## src/rtl/acc2_pkg.sv

```systemverilog
package acc2_pkg;
  localparam int W_ACC = 32;
  typedef logic signed [W_ACC-1:0] acc_t;
  localparam acc_t ACC_MAX = {1'b0, {(W_ACC-1){1'b1}}};
  localparam acc_t ACC_MIN = {1'b1, {(W_ACC-1){1'b0}}};

  // add with clamping at the signed limits
  function automatic acc_t sat_add(input acc_t a, input acc_t b);
    logic signed [W_ACC:0] s;
    s = {a[W_ACC-1], a} + {b[W_ACC-1], b};
    if (s[W_ACC] != s[W_ACC-1]) return s[W_ACC] ? ACC_MIN : ACC_MAX;
    return s[W_ACC-1:0];
  endfunction
endpackage

```

## src/rtl/acc2_seq.sv

```systemverilog
module acc2_seq #(
  parameter int BASE_PRE = 42,
  parameter int W_CYC    = 8
) (
  input  logic             clk,
  input  logic             rst,
  input  logic             smp_vld,
  input  logic [1:0]       grp_sel,
  input  logic [W_CYC-1:0] grp_cnt,
  output logic             grp_end,
  output logic             ivl_end,
  output logic [1:0]       act_sel,
  output logic [W_CYC-1:0] act_cnt
);
  localparam int MAX_PRE = BASE_PRE * 8;
  localparam int W_PRE   = $clog2(MAX_PRE + 1);

  logic [W_PRE-1:0] pre_idx, pre_len;
  logic [W_CYC-1:0] grp_idx, grp_last;

  always_comb begin
    pre_len  = W_PRE'(BASE_PRE) << act_sel;
    grp_last = (act_cnt == '0) ? '0 : act_cnt - W_CYC'(1);
    grp_end  = smp_vld && (pre_idx == pre_len - W_PRE'(1));
    ivl_end  = grp_end && (grp_idx == grp_last);
  end

  always_ff @(posedge clk) begin
    if (rst) begin
      pre_idx <= '0;
      grp_idx <= '0;
      act_sel <= grp_sel;
      act_cnt <= grp_cnt;
    end else if (smp_vld) begin
      pre_idx <= grp_end ? '0 : pre_idx + W_PRE'(1);
      if (ivl_end) begin
        grp_idx <= '0;
        act_sel <= grp_sel;
        act_cnt <= grp_cnt;
      end else if (grp_end) begin
        grp_idx <= grp_idx + W_CYC'(1);
      end
    end
  end
endmodule

```

## src/rtl/acc2_lane.sv

```systemverilog
module acc2_lane
  import acc2_pkg::*;
#(
  parameter int W_IN = 24
) (
  input  logic            clk,
  input  logic            rst,
  input  logic            smp_vld,
  input  logic [W_IN-1:0] smp,
  input  logic            grp_end,
  input  logic            ivl_end,
  output acc_t            xfer
);
  acc_t acc1, acc2, s_ext, l1, l2;

  always_comb begin
    s_ext = {{(W_ACC-W_IN){smp[W_IN-1]}}, smp};
    l1    = sat_add(acc1, s_ext);
    l2    = sat_add(acc2, l1);
  end

  always_ff @(posedge clk) begin
    if (rst) begin
      acc1 <= '0;
      acc2 <= '0;
      xfer <= '0;
    end else if (smp_vld) begin
      if (grp_end) begin
        acc1 <= '0;
        if (ivl_end) begin
          acc2 <= '0;
          xfer <= l2;
        end else begin
          acc2 <= l2;
        end
      end else begin
        acc1 <= l1;
      end
    end
  end
endmodule

```

## src/rtl/acc2_interval.sv

```systemverilog
module acc2_interval #(
  parameter int N_CH     = 2,
  parameter int W_IN     = 24,
  parameter int BASE_PRE = 42,
  parameter int W_CYC    = 8
) (
  input  logic               clk,
  input  logic               rst,
  input  logic               smp_vld,
  input  logic [N_CH*W_IN-1:0] smp_data,
  input  logic [1:0]         grp_sel,
  input  logic [W_CYC-1:0]   grp_cnt,
  input  logic               irq_clr,
  output logic [N_CH*32-1:0] xfer_sum,
  output logic               xfer_irq
);
  logic             grp_end, ivl_end;
  logic [1:0]       act_sel;
  logic [W_CYC-1:0] act_cnt;

  acc2_seq #(.BASE_PRE(BASE_PRE), .W_CYC(W_CYC)) u_seq (
    .clk(clk), .rst(rst), .smp_vld(smp_vld),
    .grp_sel(grp_sel), .grp_cnt(grp_cnt),
    .grp_end(grp_end), .ivl_end(ivl_end),
    .act_sel(act_sel), .act_cnt(act_cnt)
  );

  for (genvar c = 0; c < N_CH; c++) begin : g_lane
    acc2_lane #(.W_IN(W_IN)) u_lane (
      .clk(clk), .rst(rst), .smp_vld(smp_vld),
      .smp(smp_data[c*W_IN +: W_IN]),
      .grp_end(grp_end), .ivl_end(ivl_end),
      .xfer(xfer_sum[c*32 +: 32])
    );
  end

  always_ff @(posedge clk) begin
    if (rst)          xfer_irq <= 1'b0;
    else if (ivl_end) xfer_irq <= 1'b1;
    else if (irq_clr) xfer_irq <= 1'b0;
  end
endmodule

```

## config.mk

```make
export PLATFORM = sky130hd
export DESIGN_NAME = acc2_interval
export DESIGN_NICKNAME = d
export VERILOG_FILES = /design/src/rtl/acc2_pkg.sv /design/src/rtl/acc2_seq.sv /design/src/rtl/acc2_lane.sv /design/src/rtl/acc2_interval.sv
export SDC_FILE = /design/constraint.sdc
export NUM_CORES = 1
export LEC_CHECK = 0
export ABC_AREA = 1
export BUFFER_PORTS_ARGS = -buffer_cell sky130_fd_sc_hd__buf_2
export CAP_MARGIN = 20
export CORE_UTILIZATION = 35
export CTS_CLUSTER_DIAMETER = 80
export DETAILED_ROUTE_END_ITERATION = 7
export PLACE_DENSITY = 0.55
export SYNTH_ARGS = -nofsm -noshare
export SYNTH_HDL_FRONTEND = slang
export SYNTH_HIERARCHICAL = 1
export SYNTH_SLANG_ARGS = --single-unit
```

## constraint.sdc

```tcl
create_clock -name clk -period 10.8 [get_ports clk]
set_input_delay 2.16 -clock clk [delete_from_list [all_inputs] [get_ports clk]]
set_output_delay 2.16 -clock clk [all_outputs]
set_load 0.01 [all_outputs]
```

# After elaboration in Yosys (flattened, before gate mapping)
# Cells that the tools add are included.
dict set report classes {
  mux 32
  n_eq_ne 6
  n_mul 0
  reduce_logical 11
  n_lt_le_gt_ge 0
  n_shift 1
  bitwise 0
  div 0
  add_sub_neg 8
}
# cell n
set ops {}
lappend ops {{two-way mux 32 bit} 16}
lappend ops {{adder 32 x 24 -> 33 bit} 2}
lappend ops {{adder 32 x 32 -> 33 bit} 2}
lappend ops {{two-way mux 8 bit} 6}
lappend ops {{adder 9 x 1 -> 9 bit, second input constant} 1}
lappend ops {{equality test 9 bit} 1}
lappend ops {{two-way mux 9 bit} 1}
lappend ops {{left shift 6 x 2 -> 9 bit, first input constant} 1}
lappend ops {{subtractor 9 x 1 -> 9 bit, second input constant} 1}
lappend ops {{adder 8 x 1 -> 8 bit, second input constant} 1}
lappend ops {{equality test 8 bit} 1}
lappend ops {{logical NOT 8 bit} 1}
lappend ops {{nonzero test 2 bit} 4}
lappend ops {{subtractor 8 x 1 -> 8 bit, second input constant} 1}
lappend ops {{two-way mux 1 bit} 6}
lappend ops {{two-way mux 2 bit} 3}
lappend ops {{AND reduction 2 bit} 3}
lappend ops {{inequality test 1 bit} 4}
lappend ops {{AND reduction 3 bit} 1}
lappend ops {{logical AND 1 bit} 2}
dict set report word_totals {
  wordCells 69
  latchBits 0
  in_bits 62
  ram_bits 0
  rom_bits 0
  register_bits 220
  memories 0
  out_inout_bits 65
}

# Longest topological paths before layout
dict set report depth {
  ltp_word 9
  ltp_mapped 34
  ltp_nobuf 32
}

# Modules after synthesis
# The synthesis kept the hierarchy.
# module area_each_um2 seq_area_each_um2 cells_each n_inst
set modules_own_cells {}
lappend modules_own_cells {{acc2_lane at g_lane[1].u_lane} 8677.1 1921.8 1385 1}
lappend modules_own_cells {{acc2_lane at g_lane[0].u_lane} 8409.3 1921.8 1376 1}
lappend modules_own_cells {acc2_seq 1735.4 640.6 246 1}
lappend modules_own_cells {acc2_interval 40.0 20.0 5 1}

# Least setup slack after synthesis
# Ideal clock, no wire load.
dict set report synth_path {
  kind {input-to-reg}
  from {input port smp_data[0]}
  to {register g_lane[0].u_lane.xfer[4]}
  slack_ns 4.856
  cell_stages 33
  setup_ns 0.114
  t_required_ns 10.686
  arrival_time_ns 5.830
  cell_sequence {ha_1 -> fa_1 -> nand2_1 -> nand3_1 -> nand3_1 -> nand2_2 -> nand2_2 -> nand2_2 -> nand2_2 -> nand2_2 -> nand2_2 -> nand2_4 -> nand2_4 -> buf_6 -> buf_2 -> o21ai_0 -> ha_1 -> fa_1 -> nand2_1 -> nand3_1 -> nand3_1 -> nand2_1 -> nand2_1 -> nand2_2 -> nand2_2 -> nand2_1 -> nand2_1 -> nand2_2 -> nand2_2 -> buf_2 -> nand2_1 -> o21bai_1 -> inv_1}
}
dict set report synth_between {
  elab_chain_cells 8
  word_cells_on_any_way 12
  classes_between {2 x add/sub; 2 x eq/ne; 8 x mux}
}
# element line
set synth_rtl {}
lappend synth_rtl {{start: declaration} acc2_interval.sv:10} ;# input logic [N_CH*W_IN-1:0] smp_data,
lappend synth_rtl {{adder 32 x 24 -> 33 bit (*)} acc2_pkg.sv:10} ;# s = {a[W_ACC-1], a} + {b[W_ACC-1], b};
lappend synth_rtl {{two-way mux 32 bit or inequality test 1 bit (tied branches)} acc2_pkg.sv:11} ;# if (s[W_ACC] != s[W_ACC-1]) return s[W_ACC] ? ACC_MIN : ACC_MAX;
lappend synth_rtl {{two-way mux 32 bit or two-way mux 1 bit (tied branches)} acc2_pkg.sv:11}
lappend synth_rtl {{two-way mux 32 bit (*)} acc2_pkg.sv:12} ;# return s[W_ACC-1:0];
lappend synth_rtl {{adder 32 x 32 -> 33 bit (*)} acc2_pkg.sv:10}
lappend synth_rtl {{two-way mux 32 bit or inequality test 1 bit (tied branches)} acc2_pkg.sv:11}
lappend synth_rtl {{two-way mux 32 bit or two-way mux 1 bit (tied branches)} acc2_pkg.sv:11}
lappend synth_rtl {{two-way mux 32 bit (*)} acc2_pkg.sv:12}
lappend synth_rtl {{end signal: assignment} acc2_lane.sv:32} ;# xfer <= l2;
lappend synth_rtl {{end: declaration} acc2_lane.sv:12} ;# output acc_t xfer
# Every way passes the cells marked *; elsewhere a longest branch is shown, timed or not. The select of a mux whose other input is x is not followed.
# A chain may end at the register's enable or synchronous reset.

# Worst setup path after layout
dict set report layout_path {
  from {input port smp_data[47]}
  to {register g_lane[1].u_lane.xfer[2]}
}
dict set report layout_between {
  elab_chain_cells 8
  word_cells_on_any_way 12
  classes_between {2 x add/sub; 2 x eq/ne; 8 x mux}
}
# element line
set layout_rtl {}
lappend layout_rtl {{adder 32 x 24 -> 33 bit (*)} acc2_pkg.sv:10}
lappend layout_rtl {{two-way mux 32 bit or inequality test 1 bit (tied branches)} acc2_pkg.sv:11}
lappend layout_rtl {{two-way mux 32 bit or two-way mux 1 bit (tied branches)} acc2_pkg.sv:11}
lappend layout_rtl {{two-way mux 32 bit (*)} acc2_pkg.sv:12}
lappend layout_rtl {{adder 32 x 32 -> 33 bit (*)} acc2_pkg.sv:10}
lappend layout_rtl {{two-way mux 32 bit or inequality test 1 bit (tied branches)} acc2_pkg.sv:11}
lappend layout_rtl {{two-way mux 32 bit or two-way mux 1 bit (tied branches)} acc2_pkg.sv:11}
lappend layout_rtl {{two-way mux 32 bit (*)} acc2_pkg.sv:12}
lappend layout_rtl {{end signal: assignment} acc2_lane.sv:32}
lappend layout_rtl {{end: declaration} acc2_lane.sv:12}
# Marks and branches as above.

==> flow_metrics.env <==
export IMPL_skew_ns=0.0251
export IMPL_dp_slack_ns=3.42
export IMPL_clk_latency_ns=0.61
export IMPL_cp_slowest_stage_delay_ns=0.72
export IMPL_crit_path_start_kind="input port"
export IMPL_placed_cell_area_um2=20000
export IMPL_ys_warn_count=6
export IMPL_grt_pass1_vias=17600
export IMPL_hold_viol=0
export IMPL_clock_path_buffers=3
export IMPL_synthCells=3012
export IMPL_r2r_slack_ns=5.44
export IMPL_busiest_layer="met2"
export IMPL_pin_count=127
export IMPL_outcome="finished with violations"
export IMPL_final_area_um2=21100
export IMPL_relSlewSlack_pct=27.7
export IMPL_endpoint="g_lane[1].u_lane/xfer[2]"
export IMPL_cp_startpoint="smp_data[47]"
export IMPL_synth_seq_cells=220
export IMPL_core_um2=52900
export IMPL_cts_resized=0
export IMPL_dieArea_um2=54800
export IMPL_hold_path_class="flop to flop"
export IMPL_worst_ir_drop_vdd_mv=0.126
export IMPL_grtUsageMet1_pct=26.3
export IMPL_setup_violations=0
export IMPL_crit_required_ns=11.31
export IMPL_wirelength_um=58300
export IMPL_cts_max_level=1
export IMPL_final_setup_tns_ns=0
export IMPL_fillers=5817
export IMPL_drtAntennaViolNets=0
export IMPL_synth_flop_cell="dfxtp_1"
export IMPL_synth_edf_count=10
export IMPL_syn_area_um2=18900
export IMPL_cp_arrival_ns=7.26
export IMPL_power_uw=4000
export IMPL_grt_max_degree=47
export IMPL_maxCapViolations=0
export IMPL_p_leak_uw=0.0108
export IMPL_gp_congestion=0.935
export IMPL_die_h_um=234
export IMPL_worstSetupPathType="input port to flop"
export IMPL_syn_area_per_cell_um2=6.26
export IMPL_timing_fmax_mhz=148
export IMPL_critPathMostFrequentCell="nand2_1"
export IMPL_cts_tree="yes"
export IMPL_critPathSlowestCell="nor2_8"
export IMPL_antenna_found_initial=0
export IMPL_start_util_pct=35.7
export IMPL_cts_setup_buffers=0
export IMPL_synthArstFlopShare_pct=0
export IMPL_numCtsBuffers=31
export IMPL_dieWidth_um=234
export IMPL_r2r_end="g_lane[1].u_lane/xfer[2]"
export IMPL_rr_worst_depth=30
export IMPL_drt_iter0_markers=1028
export IMPL_end_kind="flop"
export IMPL_grt_pass1_wl_um=92600
export IMPL_nets=3304
export IMPL_port_buffers=126
export IMPL_drv_slew=0
export IMPL_viasPerCell=4.80
export IMPL_area_growth_syn_to_layout_pct=12.1
export IMPL_rsz0062_at_grt="false"
export IMPL_met3_usage_pct=2.48
export IMPL_power_density_nw_per_um2=189
export IMPL_ctsHoldBuffers=0
export IMPL_min_period_ns=6.74
export IMPL_routedWlPerCell_um=15.3
export IMPL_drive_gt1_share_pct=12.0
export IMPL_reg2reg_from="g_lane[1].u_lane/acc1[0]"
export IMPL_synth_cell_types=42
export IMPL_violations="DRC"
export IMPL_clock_tree_root_cell="clkbuf_16"
export IMPL_ys_seq_area_share_pct=23.9
export IMPL_finalCritPeriodShare_pct=62.5
export IMPL_cp_top_family="simple AND/OR/NAND/NOR gates"
export IMPL_path_max_fanout=32
export IMPL_vias=18300
export IMPL_grt_use_total_pct=21.2
export IMPL_tightest_slew_ns=1.08
export IMPL_fin_util_pct=40.0
export IMPL_drc=4
export IMPL_met2_usage_pct=37.9
export IMPL_fin_ws_ns=4.06
export IMPL_hpwl_um=46500
export IMPL_dr_pass1_iters=7
export IMPL_worst_path_buf_inv=2
export IMPL_rows=84
export IMPL_cts_clk_slew_worst_paths_ns=0.06
export IMPL_path_depth=27
export IMPL_cts_sinks=220
export IMPL_grt_remaining_overflow=0
export IMPL_synth_nets=3214
export IMPL_diodes=0
-- layout make-up --
type	instances	area (µm²)	area share [%]
Clock inverter	22	324	1.53
Sequential cell	220	4500	21.3
Timing Repair Buffer	139	738	3.49
Clock buffer	36	795	3.76
Tap cell	688	861	4.07
Inverter	355	1340	6.33
Multi-Input combinational cell	2355	12600	59.5
-- per-stage QoR --
stage	instances	hold slack [ns]
after global routing	3815	0.482
after floorplan	3012	0.448
after global placement	3756	0.457
final	3815	0.465
after CTS	3814	0.470
after detailed placement	3756	0.461
-- how the worst min path moves through the flow --
stage                                    startpoint                   endpoint  cells past startpoint
after global placement                     xfer_irq                   xfer_irq                      2
after global routing      g_lane[0].u_lane/acc1[19]  g_lane[0].u_lane/acc1[19]                      2
after detailed placement  g_lane[1].u_lane/acc1[19]  g_lane[1].u_lane/acc1[19]                      2
after CTS                 g_lane[1].u_lane/acc1[19]  g_lane[1].u_lane/acc1[19]                      2
final                                      xfer_irq                   xfer_irq                      2
after floorplan            g_lane[0].u_lane/acc1[0]   g_lane[0].u_lane/acc1[0]                      2
-- cell families (layout without fill, tap and decap cells) --
logic type | Yosys count | count (layout) | synth area share (%)
compound gates | 527 | 527 | 17.7
xor+xnor | 87 | 87 | 4.04
fa+ha+maj | 140 | 140 | 9.45
buf+inv | 437 | 552 | 9.50
flops | 220 | 220 | 23.9
simple gates | 1601 | 1601 | 35.4
-- worst reg2reg max path, delay by kind of cell (launching register included) --
family,cells,cell delay (ns)
AO/OA/AOI/OAI,3,0.73
adder cells (fa/ha/maj),4,1.40
buffers and inverters,1,0.05
flip-flops,1,0.31
AND/OR/NAND/NOR,22,2.81
-- routing by layer --
| layer | up-vias | routed length [µm] |
|---|---|---|
| met4 | 0 | 1850 |
| li1 | 9773 | - |
| met5 | - | 0 |
| met1 | 8127 | 25900 |
| met2 | 306 | 28600 |
| met3 | 95 | 1940 |
-- registers in the layout, indices dropped and copies added, names as in the netlist --
register / count
g_lane.u_lane/acc1: 64
g_lane.u_lane/acc2: 64
g_lane.u_lane/xfer: 64
u_seq/pre_idx: 9
u_seq/act_cnt: 8
u_seq/grp_idx: 8
u_seq/act_sel: 2
xfer_irq: 1
-- cell usage in the layout, fill, tap and decap left out, types with 4 or more instances in the layout --
cell type	Yosys	final
a21o_1	4	4
a21oi_1	254	254
a21oi_2	33	33
a21oi_4	32	32
buf_2	15	125
buf_4	3	13
bufinv_16	0	7
clkbuf_1	52	5
clkbuf_16	0	31
clkinv_2	0	4
dfxtp_1	210	210
edfxtp_1	10	10
fa_1	4	4
ha_1	136	136
inv_1	337	337
inv_2	17	17
inv_6	1	4
nand2_1	1069	1069
nand2_2	65	65
nand2_4	7	7
nand3_1	112	112
nand3b_1	27	27
nand4_1	5	5
nor2_1	263	259
nor2_2	4	7
nor2_4	6	7
nor3_1	22	22
nor3_2	7	7
o21ai_0	114	114
o21ai_1	7	7
o21bai_1	76	76
xnor2_1	38	38
xor2_1	49	49
-- power by group --
| part | total, µW | internal (µW) | switching (µW) |
|---|---|---|---|
| clock network | 1130 | 698 | 436 |
| logic | 1960 | 635 | 1320 |
| registers | 904 | 871 | 33.0 |
-- Yosys cell counts, types with 5 or more instances --
cell      instances  area share, %
inv_1           337            6.7
a21oi_4          32            2.8
a21oi_1         254            6.7
xnor2_1          38            1.8
dfxtp_1         210             22
nand3_1         112            3.0
nor3_2            7           0.37
inv_2            17           0.34
edfxtp_1         10            1.6
a21oi_2          33            1.5
o21ai_1           7           0.19
buf_2            15           0.40
nand4_1           5           0.17
nor3_1           22           0.58
ha_1            136            9.0
clkbuf_1         52            1.0
nand2_2          65            2.2
buf_6             9           0.54
o21ai_0         114            3.0
o21bai_1         76            3.0
nor2_4            6           0.36
nand2_1        1069             21
nand3b_1         27            1.1
nand2_4           7           0.42
xor2_1           49            2.3
nor2_1          263            5.2
Power figures use the tool's default switching activity.
